<file path="config.mk">
export PLATFORM = sky130hd
export DESIGN_NAME = pm_cap_regs
export DESIGN_NICKNAME = d
export VERILOG_FILES = /design/src/rtl/pm_cap_pkg.sv /design/src/rtl/pm_wr_decode.sv /design/src/rtl/pm_ctrl_regs.sv /design/src/rtl/pm_rd_mux.sv /design/src/rtl/pm_cap_regs.sv
export SDC_FILE = /design/constraint.sdc
export NUM_CORES = 1
export LEC_CHECK = 0
export ABC_AREA = 1
export BUFFER_PORTS_ARGS = -buffer_cell sky130_fd_sc_hd__buf_2
export CAP_MARGIN = 20
export CORE_MARGIN = 2
export CORE_UTILIZATION = 40
export DETAILED_ROUTE_END_ITERATION = 16
export PLACE_DENSITY_LB_ADDON = 0.05
export SLEW_MARGIN = 20
export SYNTH_ARGS = -nofsm -noshare
export SYNTH_HDL_FRONTEND = slang
export SYNTH_SLANG_ARGS = --single-unit
</file>
<file path="constraint.sdc">
create_clock -name clk -period 2.67 [get_ports clk]
set_input_delay 0.1335 -clock clk [delete_from_list [all_inputs] [get_ports clk]]
set_output_delay 0.1335 -clock clk [all_outputs]
set_load 0.02 [all_outputs]
</file>
<file path="src/rtl/pm_cap_pkg.sv">
package pm_cap_pkg;

  typedef enum logic [1:0] {
    PWR_D0    = 2'b00,
    PWR_UNSUP = 2'b10,
    PWR_D3    = 2'b11
  } pwr_e;

  localparam int CTRL_IDX    = 1;
  localparam int BIT_NSR     = 3;
  localparam int BIT_WAKE_EN = 8;
  localparam int BIT_WAKE_ST = 15;

  function automatic pwr_e decode_pwr(input logic [1:0] raw);
    case (raw)
      2'd0:    return PWR_D0;
      2'd3:    return PWR_D3;
      default: return PWR_UNSUP;
    endcase
  endfunction

  function automatic logic [15:0] cap_word(input logic wake_sup);
    logic [15:0] w;
    w = 16'h0002;
    if (wake_sup) w = w | 16'hC800;
    return w;
  endfunction

  function automatic logic [15:0] ctrl_word(input logic [1:0] st, input logic nsr,
                                            input logic en, input logic status);
    logic [15:0] w;
    w = '0;
    w[1:0]         = st;
    w[BIT_NSR]     = nsr;
    w[BIT_WAKE_EN] = en;
    w[BIT_WAKE_ST] = status;
    return w;
  endfunction

  function automatic logic upper_lane_hit(input logic [3:0] be);
    return (be == 4'b0011) || (be == 4'b1111) || (be == 4'b0010);
  endfunction

endpackage

</file>
<file path="src/rtl/pm_wr_decode.sv">
module pm_wr_decode
  import pm_cap_pkg::*;
#(
  parameter int IDX_W = 6
) (
  input  logic             wr_en,
  input  logic [IDX_W-1:0] idx,
  input  logic [3:0]       be,
  input  logic [31:0]      wdata,
  output logic             state_wr,
  output logic [1:0]       state_val,
  output logic             upper_wr,
  output logic             en_val,
  output logic             clr_req
);
  logic hit;
  logic unused_bits;

  assign hit         = wr_en && (idx == IDX_W'(CTRL_IDX));
  assign state_wr    = hit && be[0];
  assign state_val   = wdata[1:0];
  assign upper_wr    = hit && upper_lane_hit(be);
  assign en_val      = wdata[BIT_WAKE_EN];
  assign clr_req     = upper_wr && wdata[BIT_WAKE_ST];
  assign unused_bits = ^{wdata[31:16], wdata[14:9], wdata[7:2]};
endmodule

</file>
<file path="src/rtl/pm_ctrl_regs.sv">
module pm_ctrl_regs
  import pm_cap_pkg::*;
(
  input  logic       clk,
  input  logic       rst_n,
  input  logic       state_wr,
  input  logic [1:0] state_val,
  input  logic       upper_wr,
  input  logic       en_val,
  input  logic       clr_req,
  input  logic       wake_req,
  output logic [1:0] state,
  output logic       wake_en,
  output logic       wake_st,
  output logic       wake_sent,
  output logic       evt_valid,
  output logic [1:0] evt_from,
  output logic [1:0] evt_to
);
  logic wake_hit;
  logic state_change;
  pwr_e dec_now;
  pwr_e dec_next;

  assign dec_now      = decode_pwr(state);
  assign dec_next     = decode_pwr(state_val);
  assign wake_hit     = wake_req && (state == 2'd3) && wake_en;
  assign state_change = state_wr && (dec_now != dec_next);

  always_ff @(posedge clk or negedge rst_n) begin
    if (!rst_n) begin
      state     <= 2'd0;
      wake_en   <= 1'b0;
      wake_st   <= 1'b0;
      wake_sent <= 1'b0;
      evt_valid <= 1'b0;
      evt_from  <= 2'b00;
      evt_to    <= 2'b00;
    end else begin
      if (state_wr) state <= state_val;
      if (upper_wr) wake_en <= en_val;
      if (wake_hit) wake_st <= 1'b1;
      else if (clr_req) wake_st <= 1'b0;
      wake_sent <= wake_hit;
      evt_valid <= state_change;
      if (state_change) begin
        evt_from <= dec_now;
        evt_to   <= dec_next;
      end
    end
  end

  p_wake_cause_r7: assert property (@(posedge clk) disable iff (!rst_n)
    wake_sent |-> $past(wake_req && state == 2'd3 && wake_en));

  p_wake_pulse_r7: assert property (@(posedge clk) disable iff (!rst_n)
    wake_sent |=> !wake_sent || $past(wake_req && state == 2'd3 && wake_en));

  p_set_wins_r8: assert property (@(posedge clk) disable iff (!rst_n)
    (wake_req && state == 2'd3 && wake_en) |=> wake_st);

  p_state_hold_r11: assert property (@(posedge clk) disable iff (!rst_n)
    !state_wr |=> $stable(state));

  p_en_hold_r5: assert property (@(posedge clk) disable iff (!rst_n)
    !upper_wr |=> $stable(wake_en));

  p_evt_differs_r9: assert property (@(posedge clk) disable iff (!rst_n)
    evt_valid |-> (evt_from != evt_to));

  p_evt_cause_r9: assert property (@(posedge clk) disable iff (!rst_n)
    evt_valid |-> $past(state_wr));
endmodule

</file>
<file path="src/rtl/pm_rd_mux.sv">
module pm_rd_mux
  import pm_cap_pkg::*;
#(
  parameter int         IDX_W         = 6,
  parameter logic [7:0] CAP_ID        = 8'h01,
  parameter logic [7:0] NEXT_PTR      = 8'h00,
  parameter bit         WAKE_SUPPORT  = 1'b1,
  parameter bit         NO_SOFT_RESET = 1'b1
) (
  input  logic             clk,
  input  logic             rst_n,
  input  logic             rd_en,
  input  logic [IDX_W-1:0] idx,
  input  logic [1:0]       state,
  input  logic             wake_en,
  input  logic             wake_st,
  output logic [31:0]      rdata
);
  localparam logic [31:0] DW0 = {cap_word(WAKE_SUPPORT), NEXT_PTR, CAP_ID};

  logic [31:0] rd_next;

  always_comb begin
    rd_next = '0;
    if (idx == IDX_W'(0)) rd_next = DW0;
    else if (idx == IDX_W'(CTRL_IDX))
      rd_next = {16'h0000, ctrl_word(state, NO_SOFT_RESET, wake_en, wake_st)};
  end

  always_ff @(posedge clk or negedge rst_n) begin
    if (!rst_n) rdata <= '0;
    else if (rd_en) rdata <= rd_next;
  end

  p_dw0_const_r2: assert property (@(posedge clk) disable iff (!rst_n)
    (rd_en && idx == IDX_W'(0)) |=> (rdata == DW0));

  p_upper_zero_r3: assert property (@(posedge clk) disable iff (!rst_n)
    rd_en |=> (rdata[31:16] == 16'h0000) || $past(idx == IDX_W'(0)));
endmodule

</file>
<file path="src/rtl/pm_cap_regs.sv">
module pm_cap_regs
  import pm_cap_pkg::*;
#(
  parameter int         IDX_W         = 6,
  parameter logic [7:0] CAP_ID        = 8'h01,
  parameter logic [7:0] NEXT_PTR      = 8'h00,
  parameter bit         WAKE_SUPPORT  = 1'b1,
  parameter bit         NO_SOFT_RESET = 1'b1
) (
  input  logic             clk,
  input  logic             rst_n,
  input  logic             cfg_wr_en,
  input  logic             cfg_rd_en,
  input  logic [IDX_W-1:0] cfg_idx,
  input  logic [3:0]       cfg_be,
  input  logic [31:0]      cfg_wdata,
  output logic [31:0]      cfg_rdata,
  input  logic             wake_req,
  output logic             wake_sent,
  output logic             pwr_evt_valid,
  output logic [1:0]       pwr_evt_from,
  output logic [1:0]       pwr_evt_to
);
  logic       state_wr;
  logic [1:0] state_val;
  logic       upper_wr;
  logic       en_val;
  logic       clr_req;
  logic [1:0] state;
  logic       wake_en;
  logic       wake_st;

  pm_wr_decode #(.IDX_W(IDX_W)) u_dec (
    .wr_en(cfg_wr_en), .idx(cfg_idx), .be(cfg_be), .wdata(cfg_wdata),
    .state_wr(state_wr), .state_val(state_val), .upper_wr(upper_wr),
    .en_val(en_val), .clr_req(clr_req)
  );

  pm_ctrl_regs u_regs (
    .clk(clk), .rst_n(rst_n), .state_wr(state_wr), .state_val(state_val),
    .upper_wr(upper_wr), .en_val(en_val), .clr_req(clr_req), .wake_req(wake_req),
    .state(state), .wake_en(wake_en), .wake_st(wake_st), .wake_sent(wake_sent),
    .evt_valid(pwr_evt_valid), .evt_from(pwr_evt_from), .evt_to(pwr_evt_to)
  );

  pm_rd_mux #(
    .IDX_W(IDX_W), .CAP_ID(CAP_ID), .NEXT_PTR(NEXT_PTR),
    .WAKE_SUPPORT(WAKE_SUPPORT), .NO_SOFT_RESET(NO_SOFT_RESET)
  ) u_rd (
    .clk(clk), .rst_n(rst_n), .rd_en(cfg_rd_en), .idx(cfg_idx),
    .state(state), .wake_en(wake_en), .wake_st(wake_st), .rdata(cfg_rdata)
  );

  p_wake_needs_en_r7: assert property (@(posedge clk) disable iff (!rst_n)
    wake_sent |-> $past(wake_en));

  p_clear_effect_r6: assert property (@(posedge clk) disable iff (!rst_n)
    (clr_req && !wake_req) |=> !wake_st);
endmodule

</file>
==> flow_metrics.py, run 1 <==
metrics = {
    "worst_setup_path": {
        "crit_chain": "nor2_1, inv_1, nand2_1, nand2_1, inv_1, nand2_2, nand2_4, nand2_1, nand2_1",
        "startpoint_type": "register",
        "r2r-end": "u_regs.evt_from[1]$_DFFE_PN0P_",
        "critPathCapture": "u_regs.evt_from[1]$_DFFE_PN0P_",
        "r2r_cells": 9,
        "crit_path_end_kind": "register",
        "cp_max_fo": 5,
        "reg2reg_slack_ns": 1.51,
        "crit_start": "u_regs.state[1]$_DFFE_PN0P_",
        "path_common_cell": "nand2_1",
        "slowest_stage": "dfrtp_1",
        "required_ns": 2.90,
        "slowest_delay_ns": 0.43,
        "reg2reg_from": "u_regs.state[1]$_DFFE_PN0P_",
        "arrival_ns": 1.39,
        "worstSetupPathType": "reg -> reg",
    },
    "route": {
        "ant_nets": 0,
        "routed_wl_um": 1770,
        "dr.pass1.iters": 2,
        "wire_per_inst_um": 9.63,
        "drcViolationCount": 0,
        "dr.first_iter.drc_count": 4,
        "vias": 755,
        "via_per_inst": 4.10,
    },
    "layout": {
        "final_cell_mix": "35 x nand2_1, 33 x buf_2, 23 x conb_1",
        "nets": 204,
        "drive_gt1_share_pct": 30.1,
        "final_cells": 184,
        "ff_latch_area_sq_um": 400,
        "multi_input_area_sq_um": 410,
        "fill_cells": 237,
        "diodes": 0,
        "final_util_pct": 49.1,
        "layout.cells.most_common": "nand2_1",
        "area_growth_pct": 13.8,
    },
    "clock_tree": {
        "cts.clk_slew.worst_paths_ns": 0.10,
        "h-tree-depth": 1,
        "cts_made_buffers": 3,
        "cts.sinks": 16,
        "tritoncts": "done",
        "insertion_delay_ns": 0.28,
        "root_buffer": "clkbuf_4",
        "cts_setup_buffers": 0,
        "cts_buffer_depth": 2,
        "cts-resized-gates": 0,
    },
    "yosys": {
        "synth_seq_cells": 16,
        "synth_area_leaders": "dfrtp_1 41%, buf_4 20%, nand2_1 14%",
        "synth_seq_area_share_pct": 41.2,
        "yosys_warnings": 0,
        "synth_top_area_share_pct": 41.2,
        "avgSynthCellArea_sq_um": 7.97,
        "synth_area_sq_um": 972,
        "synthCells": 122,
        "yosys.area.top_type": "dfrtp_1",
        "synth_cell_types": 19,
    },
    "worst_hold_path": {
        "min_path_type": "in -> reg",
    },
    "timing": {
        "finalSetupViolCount": 0,
        "hold_violations": 0,
        "worst_clock_skew_ns": 0.00273,
        "timing.fmax_ghz": 0.864,
        "tns_ns": 0,
        "holdWs_ns": 0.0931,
        "fin_crit_sh_pct": 43.4,
        "fin_crit_ns": 1.16,
        "slew_viol_final": 0,
        "rsz0062_at_grt": "no",
    },
    "global_route": {
        "antenna_found_initial": 0,
        "grt_max_degree": 17,
        "grt_use_total_pct": 13.2,
        "grt_pass1_wl_um": 2640,
        "first_global_vias": 641,
        "grt_overflow_total": 0,
    },
    "floorplanning": {
        "ios": 85,
        "start_util_pct": 43.1,
        "die_y_um": 53.3,
        "die_area_sq_mm": 0.00284,
        "fp.coreArea_sq_mm": 0.00225,
        "rows": 17,
        "die_w_um": 53.3,
    },
    "placement": {
        "dp_cells": 179,
        "gp_congestion": 0.764,
        "io_buffers": 33,
        "dp_hpwl_um": 1450,
    },
    "power_and_ir_drop": {
        "p_leak_nw": 0.712,
        "peakVddDrop_v": 0.000244,
        "p_per_area_mw_per_mm2": 457,
    },
    "job": {
        "drv_cap": 0,
    },
    "outcome": {
        "status": "finished clean",
    },
}
==> cell families after synthesis <==
group	synth area share, %
simple gates	29.9
buf+inv	25.1
flops	41.2
compound gates	2.57
xor+xnor	0.901
other cells	0.386
==> metrics by stage <==
step                area [sq um]  setup slack (ns)  power [W]
global route                1110              1.37   0.000533
detailed placement          1060              1.52   0.000349
floorplan                   1050              1.63   0.000346
global placement            1060              1.54   0.000349
finish                      1110              1.51   0.000505
CTS                         1110              1.51   0.000512
==> worst min-delay path by stage <==
stage | from | to | cells past startpoint
global placement | rst_n | u_rd.rdata[30]$_DFFE_PN0P_ | 1
global route | cfg_wdata[8] | u_regs.wake_en$_DFFE_PN0P_ | 3
detailed placement | rst_n | u_rd.rdata[30]$_DFFE_PN0P_ | 1
floorplan | rst_n | u_rd.rdata[0]$_DFFE_PN0P_ | 0
finish | cfg_wdata[8] | u_regs.wake_en$_DFFE_PN0P_ | 3
CTS | cfg_wdata[8] | u_regs.wake_en$_DFFE_PN0P_ | 3
==> timing repair <==
item / 4_1_cts / 5_1_grt
hold buffers: 1 / 0
endpoints found under the setup margin: 0 / 0
endpoints found under the hold margin: 16 / 0
==> layer usage <==
| layer | wire, um | GRT usage (%) |
|---|---|---|
| met5 | 0 | 0 |
| met4 | 27 | 10.3 |
| met3 | 116 | 1.69 |
| met2 | 847 | 21.4 |
| met1 | 779 | 15.5 |
==> where the power goes <==
group	switching (W)	leakage, nW	internal [W]
registers	0.00000495	0.222	0.000249
logic	0.0000688	0.469	0.0000233
clock network	0.0000766	0.0210	0.0000829
total	0.000150	0.712	0.000355
==> synth_stat cells <==
cell type and count:
o21ai_0 2, nand2_1 35, nand3_1 8, a21oi_1 1
nor2_1 5, dfrtp_1 16, nand2_4 1, clkinv_1 1
nand4_2 1, nand4_1 2, xnor2_1 1, nand2_2 2
nand3_2 1, o21ai_1 2, conb_1 1, nor2_2 3
nor2_4 2, buf_4 26, inv_1 12
==> flip-flops by register name (all words and copies together), names as in the netlist <==
| register | count |
|---|---|
| u_regs.state | 2 |
| u_rd.rdata | 6 |
| u_regs.wake_st | 1 |
| u_regs.evt_valid | 1 |
| u_regs.evt_to | 2 |
| u_regs.wake_sent | 1 |
| u_regs.wake_en | 1 |
| u_regs.evt_from | 2 |
==> final cells by class <==
cell class | count | area share [%]
multi-input cells | 89 | 37.1
flip-flops and latches | 16 | 36.2
repair buffers | 34 | 15.8
clock buffers | 4 | 3.28
inverters | 13 | 4.41
well taps | 28 | 3.17
==> critical path: cells and delay by family (launching register included) <==
kind,cells,cell delay (ns)
buf+inv,2,0.12
flops,1,0.43
simple gates,7,0.56
No activity file was read; power rests on OpenSTA's default activity.
==> run 2, diff against run 1 <==
CORE_UTILIZATION = 37   (was 40)
clock period = 1.1 ns   (was 2.67 ns; I/O delays follow)
==> run 2 against run 1 <==
  * Clock skew shrank 0.0021 ns
  * Sequential share of layout area shrank 1.1 points
  * Count of clock-buffer cells in the layout shrank 1
  * Wire length shrank 0.17%
  * Setup slack lost 1.5 ns
  * Total power grew 130%
  * Flip-flop and latch count is the same
  * Critical endpoint is now u_regs.evt_from[0]$_DFFE_PN0P_
==> flow_metrics.py, run 2 (synthesis gave the netlist of run 1 again) <==
metrics = {
    "layout": {
        "area_growth_pct": 17.5,
        "fill_cells": 281,
        "ff_latch_area_sq_um": 400,
        "multi_input_area_sq_um": 435,
        "largest_reg_flops": 6,
        "diodes": 0,
        "nets": 207,
        "drive_gt1_share_pct": 34.2,
        "final_cell_mix": "35 x nand2_1, 33 x buf_2, 23 x conb_1",
        "largest-register": "u_rd.rdata",
        "layout.cells.most_common": "nand2_1",
        "fin_area_sq_mm": 0.00114,
        "final_util_pct": 46.1,
    },
    "worst_setup_path": {
        "startpoint_type": "register",
        "crit_start": "u_regs.state[1]$_DFFE_PN0P_",
        "reg2reg_from": "u_regs.state[1]$_DFFE_PN0P_",
        "cp_top_family": "simple AND/OR/NAND/NOR gates",
        "worstSetupPathType": "reg -> reg",
        "crit_path_end_kind": "register",
        "path_common_cell": "nand2_1",
        "r2r_cells": 6,
        "slowest_stage": "dfrtp_1",
        "arrival_ns": 1.25,
        "cp.depth": 6,
        "slowest_delay_ns": 0.39,
        "crit_chain": "nand2_1, xnor2_2, nand2_4, nand2_4, nand2_1, nand2_1",
        "cp_max_fo": 5,
        "critPathBufInv": 0,
        "required_ns": 1.27,
    },
    "floorplanning": {
        "rows": 18,
        "fp.coreArea_sq_mm": 0.00248,
        "start_util_pct": 39.2,
        "ios": 85,
        "die_y_um": 55.3,
        "die_area_sq_mm": 0.00305,
        "die_w_um": 55.3,
    },
    "clock_tree": {
        "h-tree-depth": 1,
        "root_buffer": "clkbuf_4",
        "cts_made_buffers": 3,
        "cts.sinks": 16,
        "tritoncts": "done",
        "cts_setup_buffers": 0,
        "cts.clk_slew.worst_paths_ns": 0.09,
        "cts_buffer_depth": 2,
        "insertion_delay_ns": 0.27,
    },
    "placement": {
        "gp_congestion": 0.737,
        "placedInstanceArea_sq_mm": 0.00108,
        "io_buffers": 33,
        "dp_hpwl_um": 1430,
        "post-place-ws_ns": -0.0115,
    },
    "global_route": {
        "antenna_found_initial": 0,
        "grt_max_degree": 17,
        "grt_overflow_total": 0,
        "first_global_vias": 687,
        "grt_use_total_pct": 12.3,
        "grt_pass1_wl_um": 2950,
    },
    "timing": {
        "fin_crit_ns": 1.07,
        "fin_crit_sh_pct": 97.5,
        "worst_clock_skew_ns": 0.000656,
        "timing.fmax_ghz": 0.932,
        "rsz0062_at_grt": "yes",
        "slew_viol_final": 0,
        "tns_ns": 0,
        "finalWorstSetupSlack_ns": 0.0272,
        "finalSetupViolCount": 0,
        "hold_violations": 0,
    },
    "route": {
        "wire_per_inst_um": 9.40,
        "drcViolationCount": 0,
        "via_per_inst": 4.16,
        "dr.first_iter.drc_count": 11,
        "dr.pass1.iters": 4,
        "routed_wl_um": 1770,
        "vias": 782,
        "ant_nets": 0,
    },
    "power_and_ir_drop": {
        "power_w": 0.00116,
        "p_per_area_mw_per_mm2": 1020,
        "peakVddDrop_v": 0.000511,
        "p_leak_nw": 0.729,
    },
    "worst_hold_path": {
        "hp-start": "cfg_wdata[8]",
        "min_path_type": "in -> reg",
        "min_path_cells": 3,
    },
    "job": {
        "drv_cap": 0,
    },
    "outcome": {
        "status": "finished clean",
    },
}
[run 2: metal layers]
metal / vias up / part of all wire [%] / global-route usage, %
met5: - / 0 / 0
met4: 0 / 1.5 / 8.36
met3: 2 / 7.3 / 2.11
met2: 34 / 46 / 19.4
met1: 344 / 45 / 15.3
li1: 402 / - / -
[run 2: final timing paths]
path                                             endpoint  slack, ns
max in group asynchronous  u_regs.evt_from[0]$_DFFE_PN0P_       0.62
hold reg to reg              u_regs.evt_to[0]$_DFFE_PN0P_       0.47
min in group asynchronous      u_rd.rdata[30]$_DFFE_PN0P_       0.21
setup / recovery           u_regs.evt_from[0]$_DFFE_PN0P_       0.03
hold / removal                 u_regs.wake_en$_DFFE_PN0P_       0.02
setup reg to reg           u_regs.evt_from[0]$_DFFE_PN0P_       0.03
[run 2: area by class of cell]
class / count / share of cell area (%)
inverters: 13 / 4.27
well taps: 30 / 3.29
clock buffers: 3 / 1.97
flip-flops and latches: 16 / 35.0
multi-input cells: 89 / 38.1
repair buffers: 37 / 17.3
[run 2: metrics by stage]
step | hold slack (ns) | std cells
floorplan | -0.241 | 144
global placement | -0.0141 | 184
detailed placement | -0.0105 | 184
CTS | 0.0184 | 188
global route | 0.0257 | 188
finish | 0.0200 | 188
[run 2: worst register-to-register path: stages (launching register included)]
cell and delay (ns):
dfrtp_1 0.39, nand2_1 0.12, xnor2_2 0.17, nand2_4 0.12, nand2_4 0.07, nand2_1 0.07, nand2_1 0.04
[run 2: what timing repair did]
item                                    in CTS  in global routing
endpoints found under the setup margin       5                  5
hold buffers                                 1                  0
endpoints found under the hold margin       16                  0
gates resized for setup                      5                  1
pin swaps                                    2                  2
[run 2: where the power goes]
group          internal, W  switching [W]  total, W
Sequential        0.000603      0.0000103  0.000614
Clock             0.000127       0.000167  0.000294
Combinational    0.0000751       0.000179  0.000254
